### config.mk
export PLATFORM = sky130hd
export DESIGN_NAME = reglist_replay_dma
export DESIGN_NICKNAME = d
export VERILOG_FILES = /design/src/rtl/rlr_pkg.sv /design/src/rtl/rlr_csr.sv /design/src/rtl/rlr_trigger.sv /design/src/rtl/rlr_walker.sv /design/src/rtl/reglist_replay_dma.sv
export SDC_FILE = /design/constraint.sdc
export NUM_CORES = 1
export LEC_CHECK = 0
export CAP_MARGIN = 0
export CORE_UTILIZATION = 45
export DETAILED_ROUTE_END_ITERATION = 12
export DONT_BUFFER_PORTS = 1
export GPL_ROUTABILITY_DRIVEN = 0
export SLEW_MARGIN = 5
export SYNTH_ARGS = -nofsm -noshare
export SYNTH_HDL_FRONTEND = slang
export SYNTH_SLANG_ARGS = --single-unit
### constraint.sdc
create_clock -name clk -period 3 [get_ports clk]
set_clock_uncertainty 0.1 [all_clocks]
set_input_delay 0.9 -clock clk [delete_from_list [all_inputs] [get_ports clk]]
set_output_delay 0.9 -clock clk [all_outputs]
set_load 0.05 [all_outputs]
### src/rtl/rlr_pkg.sv
// Shared types and constants for the register-list replay engine.
// Assumes a 32-bit data path; address widths are set by the users.
package rlr_pkg;

    typedef enum logic [1:0] {
        TRIG_STOP   = 2'd0,
        TRIG_VSYNC  = 2'd1,
        TRIG_LINE   = 2'd2,
        TRIG_MANUAL = 2'd3
    } trig_sel_e;

    typedef enum logic [2:0] {
        W_IDLE,
        W_CHECK,
        W_REQ_A,
        W_WAIT_A,
        W_REQ_V,
        W_WAIT_V,
        W_WRITE
    } walk_state_e;

    localparam logic [2:0] CSR_CTRL   = 3'd0;
    localparam logic [2:0] CSR_ACCESS = 3'd1;
    localparam logic [2:0] CSR_START  = 3'd2;
    localparam logic [2:0] CSR_END    = 3'd3;
    localparam logic [2:0] CSR_STATUS = 3'd4;

    localparam int ENTRY_BYTES = 8;
    localparam int VALUE_OFS   = 4;
    localparam int BURST_W     = 2;

    typedef struct packed {
        trig_sel_e sel;
        logic      wr_dir;
        logic      addr_inc;
    } access_cfg_t;

endpackage

### src/rtl/rlr_csr.sv
// Control/status register file for the replay engine.
// Holds burst fields, trigger/access setup, list bounds and the sticky
// done flag. CTRL bits 0..2 are write-only action bits (soft reset, irq
// clear, manual kick) decoded straight from the write strobe.
// Assumes one write per cycle at most and reads are combinational.
module rlr_csr
    import rlr_pkg::*;
#(
    parameter int MEM_AW = 32
) (
    input  logic              clk,
    input  logic              rst_n,
    input  logic              csr_wr_en,
    input  logic [2:0]        csr_addr,
    input  logic [31:0]       csr_wdata,
    output logic [31:0]       csr_rdata,
    input  logic              done_set_i,
    input  logic              busy_i,
    output logic              soft_rst_o,
    output logic              kick_o,
    output access_cfg_t       cfg_o,
    output logic [MEM_AW-1:0] start_o,
    output logic [MEM_AW-1:0] end_o,
    output logic              irq_o
);

    localparam logic [BURST_W-1:0] WR_BURST_RST = BURST_W'(3);
    localparam logic [BURST_W-1:0] RD_BURST_RST = BURST_W'(0);

    logic [BURST_W-1:0] wr_burst_q;
    logic [BURST_W-1:0] rd_burst_q;
    access_cfg_t        cfg_q;
    logic [MEM_AW-1:0]  start_q;
    logic [MEM_AW-1:0]  end_q;
    logic               done_q;
    logic               ctrl_wr;
    logic               irq_clr;

    // Decode action strobes from a CTRL write.
    always_comb begin
        ctrl_wr    = csr_wr_en && (csr_addr == CSR_CTRL);
        soft_rst_o = ctrl_wr && csr_wdata[0];
        irq_clr    = ctrl_wr && csr_wdata[1];
        kick_o     = ctrl_wr && csr_wdata[2];
    end

    // Configuration registers loaded by software writes.
    always_ff @(posedge clk) begin
        if (!rst_n) begin
            wr_burst_q <= WR_BURST_RST;
            rd_burst_q <= RD_BURST_RST;
            cfg_q      <= '{sel: TRIG_STOP, wr_dir: 1'b0, addr_inc: 1'b0};
            start_q    <= '0;
            end_q      <= '0;
        end else if (csr_wr_en) begin
            case (csr_addr)
                CSR_CTRL: begin
                    wr_burst_q <= csr_wdata[4 +: BURST_W];
                    rd_burst_q <= csr_wdata[8 +: BURST_W];
                end
                CSR_ACCESS: begin
                    cfg_q.sel      <= trig_sel_e'(csr_wdata[1:0]);
                    cfg_q.wr_dir   <= csr_wdata[2];
                    cfg_q.addr_inc <= csr_wdata[3];
                end
                CSR_START: start_q <= csr_wdata[MEM_AW-1:0];
                CSR_END:   end_q   <= csr_wdata[MEM_AW-1:0];
                default: ;
            endcase
        end
    end

    // Sticky done flag: soft reset beats set, set beats clear.
    always_ff @(posedge clk) begin
        if (!rst_n || soft_rst_o) begin
            done_q <= 1'b0;
        end else if (done_set_i) begin
            done_q <= 1'b1;
        end else if (irq_clr) begin
            done_q <= 1'b0;
        end
    end

    // Read-back multiplexer.
    always_comb begin
        csr_rdata = '0;
        case (csr_addr)
            CSR_CTRL: begin
                csr_rdata[4 +: BURST_W] = wr_burst_q;
                csr_rdata[8 +: BURST_W] = rd_burst_q;
            end
            CSR_ACCESS: begin
                csr_rdata[1:0] = cfg_q.sel;
                csr_rdata[2]   = cfg_q.wr_dir;
                csr_rdata[3]   = cfg_q.addr_inc;
            end
            CSR_START:  csr_rdata[MEM_AW-1:0] = start_q;
            CSR_END:    csr_rdata[MEM_AW-1:0] = end_q;
            CSR_STATUS: begin
                csr_rdata[0] = done_q;
                csr_rdata[1] = busy_i;
            end
            default: ;
        endcase
    end

    assign cfg_o   = cfg_q;
    assign start_o = start_q;
    assign end_o   = end_q;
    assign irq_o   = done_q;

    // done stays set unless cleared or soft-reset.
    p_done_sticky_r7: assert property (@(posedge clk) disable iff (!rst_n)
        (done_q && !irq_clr && !soft_rst_o) |=> done_q)
        else $error("done dropped without a clear");

endmodule

### src/rtl/rlr_trigger.sv
// Event front end: registers the two event inputs, detects rising edges
// and forwards the one picked by the select field as a single start pulse.
// Starts are suppressed while the walker is busy, so events during a pass
// are dropped, not queued. The manual kick is already a one-cycle pulse.
module rlr_trigger
    import rlr_pkg::*;
(
    input  logic      clk,
    input  logic      rst_n,
    input  trig_sel_e sel_i,
    input  logic      vsync_i,
    input  logic      line_i,
    input  logic      kick_i,
    input  logic      busy_i,
    output logic      fire_o
);

    logic vsync_q;
    logic line_q;
    logic vsync_rise;
    logic line_rise;
    logic picked;

    // Previous-cycle copies of the event levels for edge detection.
    always_ff @(posedge clk) begin
        if (!rst_n) begin
            vsync_q <= 1'b0;
            line_q  <= 1'b0;
        end else begin
            vsync_q <= vsync_i;
            line_q  <= line_i;
        end
    end

    // Select the armed source and gate with the walker's busy state.
    always_comb begin
        vsync_rise = vsync_i && !vsync_q;
        line_rise  = line_i && !line_q;
        case (sel_i)
            TRIG_VSYNC:  picked = vsync_rise;
            TRIG_LINE:   picked = line_rise;
            TRIG_MANUAL: picked = kick_i;
            default:     picked = 1'b0;
        endcase
        fire_o = picked && !busy_i;
    end

endmodule

### src/rtl/rlr_walker.sv
// List walker: on a start pulse it captures the bounds and flags, then for
// each whole 8-byte entry inside [start, end] reads the address word and
// the value word and issues one register write. Done is signalled when the
// next entry would not fit. Assumes one response per accepted request,
// arriving no earlier than the following cycle, and a word-aligned start.
module rlr_walker
    import rlr_pkg::*;
#(
    parameter int MEM_AW = 32,
    parameter int REG_AW = 16,
    parameter int DATA_W = 32
) (
    input  logic              clk,
    input  logic              rst_n,
    input  logic              soft_rst_i,
    input  logic              start_i,
    input  logic [MEM_AW-1:0] start_addr_i,
    input  logic [MEM_AW-1:0] end_addr_i,
    input  logic              wr_dir_i,
    input  logic              addr_inc_i,
    output logic              mem_req_valid_o,
    input  logic              mem_req_ready_i,
    output logic [MEM_AW-1:0] mem_req_addr_o,
    input  logic              mem_rsp_valid_i,
    input  logic [DATA_W-1:0] mem_rsp_data_i,
    output logic              regw_valid_o,
    output logic [REG_AW-1:0] regw_addr_o,
    output logic [DATA_W-1:0] regw_data_o,
    output logic              busy_o,
    output logic              done_set_o
);

    localparam logic [MEM_AW:0]   SPAN     = (MEM_AW+1)'(ENTRY_BYTES - 1);
    localparam logic [MEM_AW-1:0] STEP     = MEM_AW'(ENTRY_BYTES);
    localparam logic [MEM_AW-1:0] VAL_STEP = MEM_AW'(VALUE_OFS);

    walk_state_e       state_q;
    logic [MEM_AW-1:0] ptr_q;
    logic [MEM_AW-1:0] end_q;
    logic              wr_dir_q;
    logic              inc_q;
    logic              first_q;
    logic [REG_AW-1:0] addr_word_q;
    logic [REG_AW-1:0] prev_addr_q;
    logic [DATA_W-1:0] val_q;
    logic              entry_fits;
    logic [REG_AW-1:0] eff_addr;

    // Whole-entry range test, one bit wider so the sum cannot wrap.
    always_comb begin
        entry_fits = ({1'b0, ptr_q} + SPAN) <= {1'b0, end_q};
        eff_addr   = (inc_q && !first_q) ? prev_addr_q + 1'b1 : addr_word_q;
    end

    // Walker state machine and datapath registers.
    always_ff @(posedge clk) begin
        if (!rst_n || soft_rst_i) begin
            state_q     <= W_IDLE;
            ptr_q       <= '0;
            end_q       <= '0;
            wr_dir_q    <= 1'b0;
            inc_q       <= 1'b0;
            first_q     <= 1'b1;
            addr_word_q <= '0;
            prev_addr_q <= '0;
            val_q       <= '0;
        end else begin
            case (state_q)
                W_IDLE: if (start_i) begin
                    ptr_q    <= start_addr_i;
                    end_q    <= end_addr_i;
                    wr_dir_q <= wr_dir_i;
                    inc_q    <= addr_inc_i;
                    first_q  <= 1'b1;
                    state_q  <= W_CHECK;
                end
                W_CHECK:  state_q <= entry_fits ? W_REQ_A : W_IDLE;
                W_REQ_A:  if (mem_req_ready_i) state_q <= W_WAIT_A;
                W_WAIT_A: if (mem_rsp_valid_i) begin
                    addr_word_q <= mem_rsp_data_i[REG_AW-1:0];
                    state_q     <= W_REQ_V;
                end
                W_REQ_V:  if (mem_req_ready_i) state_q <= W_WAIT_V;
                W_WAIT_V: if (mem_rsp_valid_i) begin
                    val_q   <= mem_rsp_data_i;
                    state_q <= W_WRITE;
                end
                W_WRITE: begin
                    ptr_q       <= ptr_q + STEP;
                    prev_addr_q <= eff_addr;
                    first_q     <= 1'b0;
                    state_q     <= W_CHECK;
                end
                default: state_q <= W_IDLE;
            endcase
        end
    end

    // Port drive derived from the current state.
    always_comb begin
        mem_req_valid_o = (state_q == W_REQ_A) || (state_q == W_REQ_V);
        mem_req_addr_o  = (state_q == W_REQ_V) ? ptr_q + VAL_STEP : ptr_q;
        regw_valid_o    = (state_q == W_WRITE) && wr_dir_q;
        regw_addr_o     = eff_addr;
        regw_data_o     = val_q;
        busy_o          = (state_q != W_IDLE);
        done_set_o      = (state_q == W_CHECK) && !entry_fits && !soft_rst_i;
    end

    // a stalled request holds its address.
    p_req_hold_r13: assert property (@(posedge clk) disable iff (!rst_n || soft_rst_i)
        (mem_req_valid_o && !mem_req_ready_i) |=> (mem_req_valid_o && $stable(mem_req_addr_o)))
        else $error("memory request changed while stalled");

    // every read lies inside the captured inclusive range.
    p_read_in_range_r2: assert property (@(posedge clk) disable iff (!rst_n)
        mem_req_valid_o |-> (({1'b0, mem_req_addr_o} + (MEM_AW+1)'(3)) <= {1'b0, end_q}))
        else $error("memory read outside list bounds");

    // register writes are never back to back.
    p_write_spacing_r3: assert property (@(posedge clk) disable iff (!rst_n)
        regw_valid_o |=> !regw_valid_o)
        else $error("back-to-back register writes");

    // soft reset returns the walker to idle on the next cycle.
    p_soft_idle_r8: assert property (@(posedge clk) disable iff (!rst_n)
        soft_rst_i |=> (state_q == W_IDLE && !mem_req_valid_o && !regw_valid_o))
        else $error("walker not idle after soft reset");

endmodule

### src/rtl/reglist_replay_dma.sv
// Top level of the register-list replay engine: connects the control
// registers, the event front end and the list walker. Single channel.
// Assumes the memory side honours the request/response rules stated in
// the walker header.
module reglist_replay_dma
    import rlr_pkg::*;
#(
    parameter int MEM_AW = 32,
    parameter int REG_AW = 16
) (
    input  logic              clk,
    input  logic              rst_n,
    input  logic              csr_wr_en,
    input  logic [2:0]        csr_addr,
    input  logic [31:0]       csr_wdata,
    output logic [31:0]       csr_rdata,
    output logic              mem_req_valid,
    input  logic              mem_req_ready,
    output logic [MEM_AW-1:0] mem_req_addr,
    input  logic              mem_rsp_valid,
    input  logic [31:0]       mem_rsp_data,
    output logic              regw_valid,
    output logic [REG_AW-1:0] regw_addr,
    output logic [31:0]       regw_data,
    input  logic              evt_vsync,
    input  logic              evt_line,
    output logic              irq
);

    access_cfg_t       cfg;
    trig_sel_e         sel;
    logic [MEM_AW-1:0] start_addr;
    logic [MEM_AW-1:0] end_addr;
    logic              soft_rst;
    logic              kick;
    logic              busy;
    logic              done_set;
    logic              fire;

    assign sel = cfg.sel;

    rlr_csr #(.MEM_AW(MEM_AW)) u_csr (
        .clk        (clk),
        .rst_n      (rst_n),
        .csr_wr_en  (csr_wr_en),
        .csr_addr   (csr_addr),
        .csr_wdata  (csr_wdata),
        .csr_rdata  (csr_rdata),
        .done_set_i (done_set),
        .busy_i     (busy),
        .soft_rst_o (soft_rst),
        .kick_o     (kick),
        .cfg_o      (cfg),
        .start_o    (start_addr),
        .end_o      (end_addr),
        .irq_o      (irq)
    );

    rlr_trigger u_trigger (
        .clk     (clk),
        .rst_n   (rst_n),
        .sel_i   (sel),
        .vsync_i (evt_vsync),
        .line_i  (evt_line),
        .kick_i  (kick),
        .busy_i  (busy),
        .fire_o  (fire)
    );

    rlr_walker #(.MEM_AW(MEM_AW), .REG_AW(REG_AW), .DATA_W(32)) u_walker (
        .clk             (clk),
        .rst_n           (rst_n),
        .soft_rst_i      (soft_rst),
        .start_i         (fire),
        .start_addr_i    (start_addr),
        .end_addr_i      (end_addr),
        .wr_dir_i        (cfg.wr_dir),
        .addr_inc_i      (cfg.addr_inc),
        .mem_req_valid_o (mem_req_valid),
        .mem_req_ready_i (mem_req_ready),
        .mem_req_addr_o  (mem_req_addr),
        .mem_rsp_valid_i (mem_rsp_valid),
        .mem_rsp_data_i  (mem_rsp_data),
        .regw_valid_o    (regw_valid),
        .regw_addr_o     (regw_addr),
        .regw_data_o     (regw_data),
        .busy_o          (busy),
        .done_set_o      (done_set)
    );

    // a pass never starts while the select field is at stop.
    p_stop_blocks_r4: assert property (@(posedge clk) disable iff (!rst_n)
        $rose(busy) |-> ($past(sel) != TRIG_STOP))
        else $error("pass started with trigger set to stop");

endmodule

==> flow_metrics.py <==
metrics = {
    "run_status": {
        "status": "finished with violations",
        "violations": "negative setup slack",
    },
    "die": {
        "start_util": 0.4576,
        "dieArea_um2": 25290,
        "rows": 57,
        "die_w_um": 159.0,
        "pin_count": 189,
        "die_h_um": 159.0,
        "core-area_um2": 24250,
    },
    "worst_setup_path": {
        "critPathRequiredTime_ns": 2.00,
        "crit_type": "flop to output port",
        "crit_family": "simple AND/OR/NAND/NOR gates",
        "end_kind": "output port",
        "crit_path_top_delay_cell": "dfxtp_2",
        "path_cells": "ha_4 > and4_4 > nand4_4 > nor3_4 > buf_4 > and3_4 > nand2_4 > xnor2_4 > buf_12",
        "cp_data_arrival_time_ns": 2.42,
        "path_buf_inv": 2,
        "path_max_fanout": 3,
        "cp_slowest_stage_delay_ns": 0.36,
        "start_kind": "flop",
    },
    "drt": {
        "met3_length_um": 2934,
        "route.antenna.remaining_nets": 0,
        "met1_length_um": 15850,
        "wirelength_um": 36140,
        "wire_per_inst_um": 18.15,
        "viasPerCell": 5.574,
        "routed-wl-met2_um": 16460,
        "top_layer": "met4",
        "remaining_drc_errors": 0,
        "first_pass_iters": 5,
        "drt_iter0_markers": 982,
        "via_count": 11100,
    },
    "global_route": {
        "track_usage": 0.2732,
        "grt_pass1_vias": 10330,
        "grt.overflow.total": 0,
        "grt_antenna_before_repair": 0,
        "grt_max_degree": 77,
        "grt_pass1_wl_um": 55720,
    },
    "clocking": {
        "clk_latency_ns": 0.54,
        "cts-hold-fix-buffers": 0,
        "clk_pin_slew_ns": 0.06,
        "cts_tree": "built",
        "numCtsBuffers": 24,
        "cts.sinks": 209,
        "cts_max_level": 1,
        "cts-root-buf": "clkbuf_16",
        "clock_path_buffers": 3,
    },
    "place": {
        "hpwlAfterDp_um": 24900,
        "place_inst": 1882,
        "port_buffers": 0,
    },
    "power_and_ir_drop": {
        "p_switching_uw": 1389,
        "sw_frac_of_total": 0.2309,
        "power_frac_seq": 0.469,
        "power_frac_comb": 0.042,
        "peakVddDrop_v": 0.0004588,
        "power.density_nw_per_um2": 381.8,
        "pwr-share-clk": 0.490,
        "power.leakage_uw": 0.006081,
        "fin_total_pwr_uw": 6018,
        "p_int_uw": 4628,
    },
    "sta": {
        "setup_ws_ns": -0.4182,
        "fmax_ghz": 0.2925,
        "rsz0062_at_grt": "yes",
        "finalCriticalPeriod_ns": 3.418,
        "finalCritPeriodShare": 1.139,
        "finalSetupViolations": 27,
        "final_hold_viol_count": 0,
        "worst_slew_pin_slew_ns": 0.5883,
        "drv_slew": 0,
        "max_slew_margin": 0.6078,
    },
    "finish": {
        "n_antenna_cell": 0,
        "areaGrowthSynthToFinish_pct": 42.04,
        "multi_input_area_um2": 7289,
        "nets": 1760,
        "utilization": 0.6499,
        "nFillCells": 1988,
        "fin_cells": 1991,
        "drive_gt1_frac": 0.3041,
        "seq_area_um2": 4237,
    },
    "yosys": {
        "syn_area_um2": 11100,
        "ys_ff_latch": 209,
        "synthFlopType": "dfxtp_1",
        "synth_edf_count": 0,
        "synthCells": 1465,
        "synth-seq-area-share": 0.3771,
        "synth_fp_nets": 1576,
        "yosys_warnings": 0,
        "ys_types": 67,
        "postSynth.asyncResetShare": 0,
        "synth.avg_cell_area_um2": 7.574,
    },
    "min_path": {
        "hold_path_class": "primary input to flop",
    },
    "flow_run": {
        "cap_violations": 0,
    },
}
==> worst reg2reg max path: stages (launching register included) <==
cell      delay [ns]
dfxtp_2         0.36
ha_4            0.14
and4_4          0.24
nand4_4         0.12
buf_6           0.15
nor2_4          0.11
nand3_2         0.10
buf_4           0.14
buf_4           0.12
buf_4           0.14
nor3_2          0.14
xor2_1          0.24
ha_1            0.29
nand2_2         0.10
o21ai_0         0.11
a22oi_2         0.21
nand4b_1        0.14
a21oi_2         0.15
o211a_1         0.16
==> synthesized netlist by cell type (all sizes together), types with 21 or more instances <==
library cell / number / share of area
nor2: 79 / 0.027
xnor2: 33 / 0.026
nor3: 21 / 0.012
a22o: 26 / 0.021
dfxtp: 209 / 0.38
nand2: 400 / 0.14
clkbuf: 66 / 0.023
buf: 47 / 0.024
o21ai: 45 / 0.020
a21oi: 152 / 0.069
inv: 43 / 0.015
xor2: 40 / 0.032
ha: 37 / 0.042
nand3: 32 / 0.015
a21boi: 65 / 0.044
==> cells in the final DEF, fill, tap and decap left out, drive strengths merged, types with 8 or more instances in the layout <==
master  count
nor3       21
clkinv     10
mux2i       8
dfxtp     209
xnor2      33
nor2b      14
ha         37
a22oi      11
clkbuf     31
nand3      32
nand2     400
and3       10
buf       271
or3         8
a21boi     65
and2       14
nand4      20
a21oi     152
a22o       26
a31oi      14
o21ai      45
inv        42
xor2       40
nor2       79
==> per-layer routing <==
metal / GRT usage / vias up
met2: 0.4252 / 439
met1: 0.3887 / 5254
met4: 0.07080 / 0
met3: 0.04949 / 78
li1: - / 5327
met5: 0 / -
==> registers in the layout, summed over array words and instances, names as in the netlist, 2 cells and up <==
name and count:
u_csr.cfg_o 4, u_csr.end_o 32, u_csr.rd_burst_q 2, u_csr.start_o 32, u_csr.wr_burst_q 2, u_walker.addr_word_q 16
u_walker.end_q 32, u_walker.prev_addr_q 16, u_walker.ptr_q 32, u_walker.regw_data_o 32, u_walker.state_q 3
==> cells by family (layout without fill, tap and decap cells) <==
group / Yosys count / count (layout) / synth area share
AND/OR/NAND/NOR: 628 / 628 / 0.2519
adder cells (fa/ha/maj): 37 / 37 / 0.04172
buffers and inverters: 156 / 358 / 0.06157
multiplexers: 14 / 14 / 0.01331
flip-flops: 209 / 209 / 0.3771
XOR/XNOR: 73 / 73 / 0.05762
AO/OA/AOI/OAI: 348 / 348 / 0.1968
==> cell type report <==
type,instances,share of cell area
Clock buffer,31,0.04168
Clock inverter,13,0.009527
Inverter,43,0.01080
Multi-Input combinational cell,1100,0.4625
Sequential cell,209,0.2688
Tap cell,324,0.02572
Timing Repair Buffer,271,0.1809
==> per-stage QoR <==
step	setup TNS, ns	hold WS [ns]	worst slack (ns)	area [um2]
detailed placement	-0.2597	0.3482	-0.1297	13590
global placement	-0.02173	0.3429	-0.01312	13590
global route	-8.348	0.3107	-0.4763	15760
finish	-5.959	0.3390	-0.4182	15760
CTS	-5.608	0.3225	-0.4335	15310
floorplan	-1.000	0.3317	-0.2056	11540
==> power by group through the flow <==
stage | Clock, uW | Combinational, uW | Sequential (uW)
3_5_place_dp | 0 | 244 | 2880
4_1_cts | 2980 | 246 | 2820
3_3_place_gp | 0 | 242 | 2880
2_1_floorplan | 0 | 189 | 2870
5_1_grt | 3110 | 269 | 2820
6_report | 2950 | 252 | 2820
==> timing repair <==
item / 4_1_cts / 5_1_grt
gates resized for setup: 142 / 66
cloned: 1 / 0
setup buffers: 43 / 26
setup endpoints to repair: 36 / 40
pin swaps: 51 / 43
==> final timing paths <==
check,slack [ns],cells after the start,startpoint,end
hold reg to reg,0.35,2,u_walker.end_q[20],u_walker.end_q[20]
hold / removal,0.34,1,rst_n,u_csr.wr_burst_q[0]
setup reg to reg,-0.29,18,u_walker.ptr_q[4],u_walker.state_q[1]
setup / recovery,-0.42,9,u_walker.ptr_q[4],mem_req_addr[25]
Note: power is estimated with default switching activity, not from simulation.
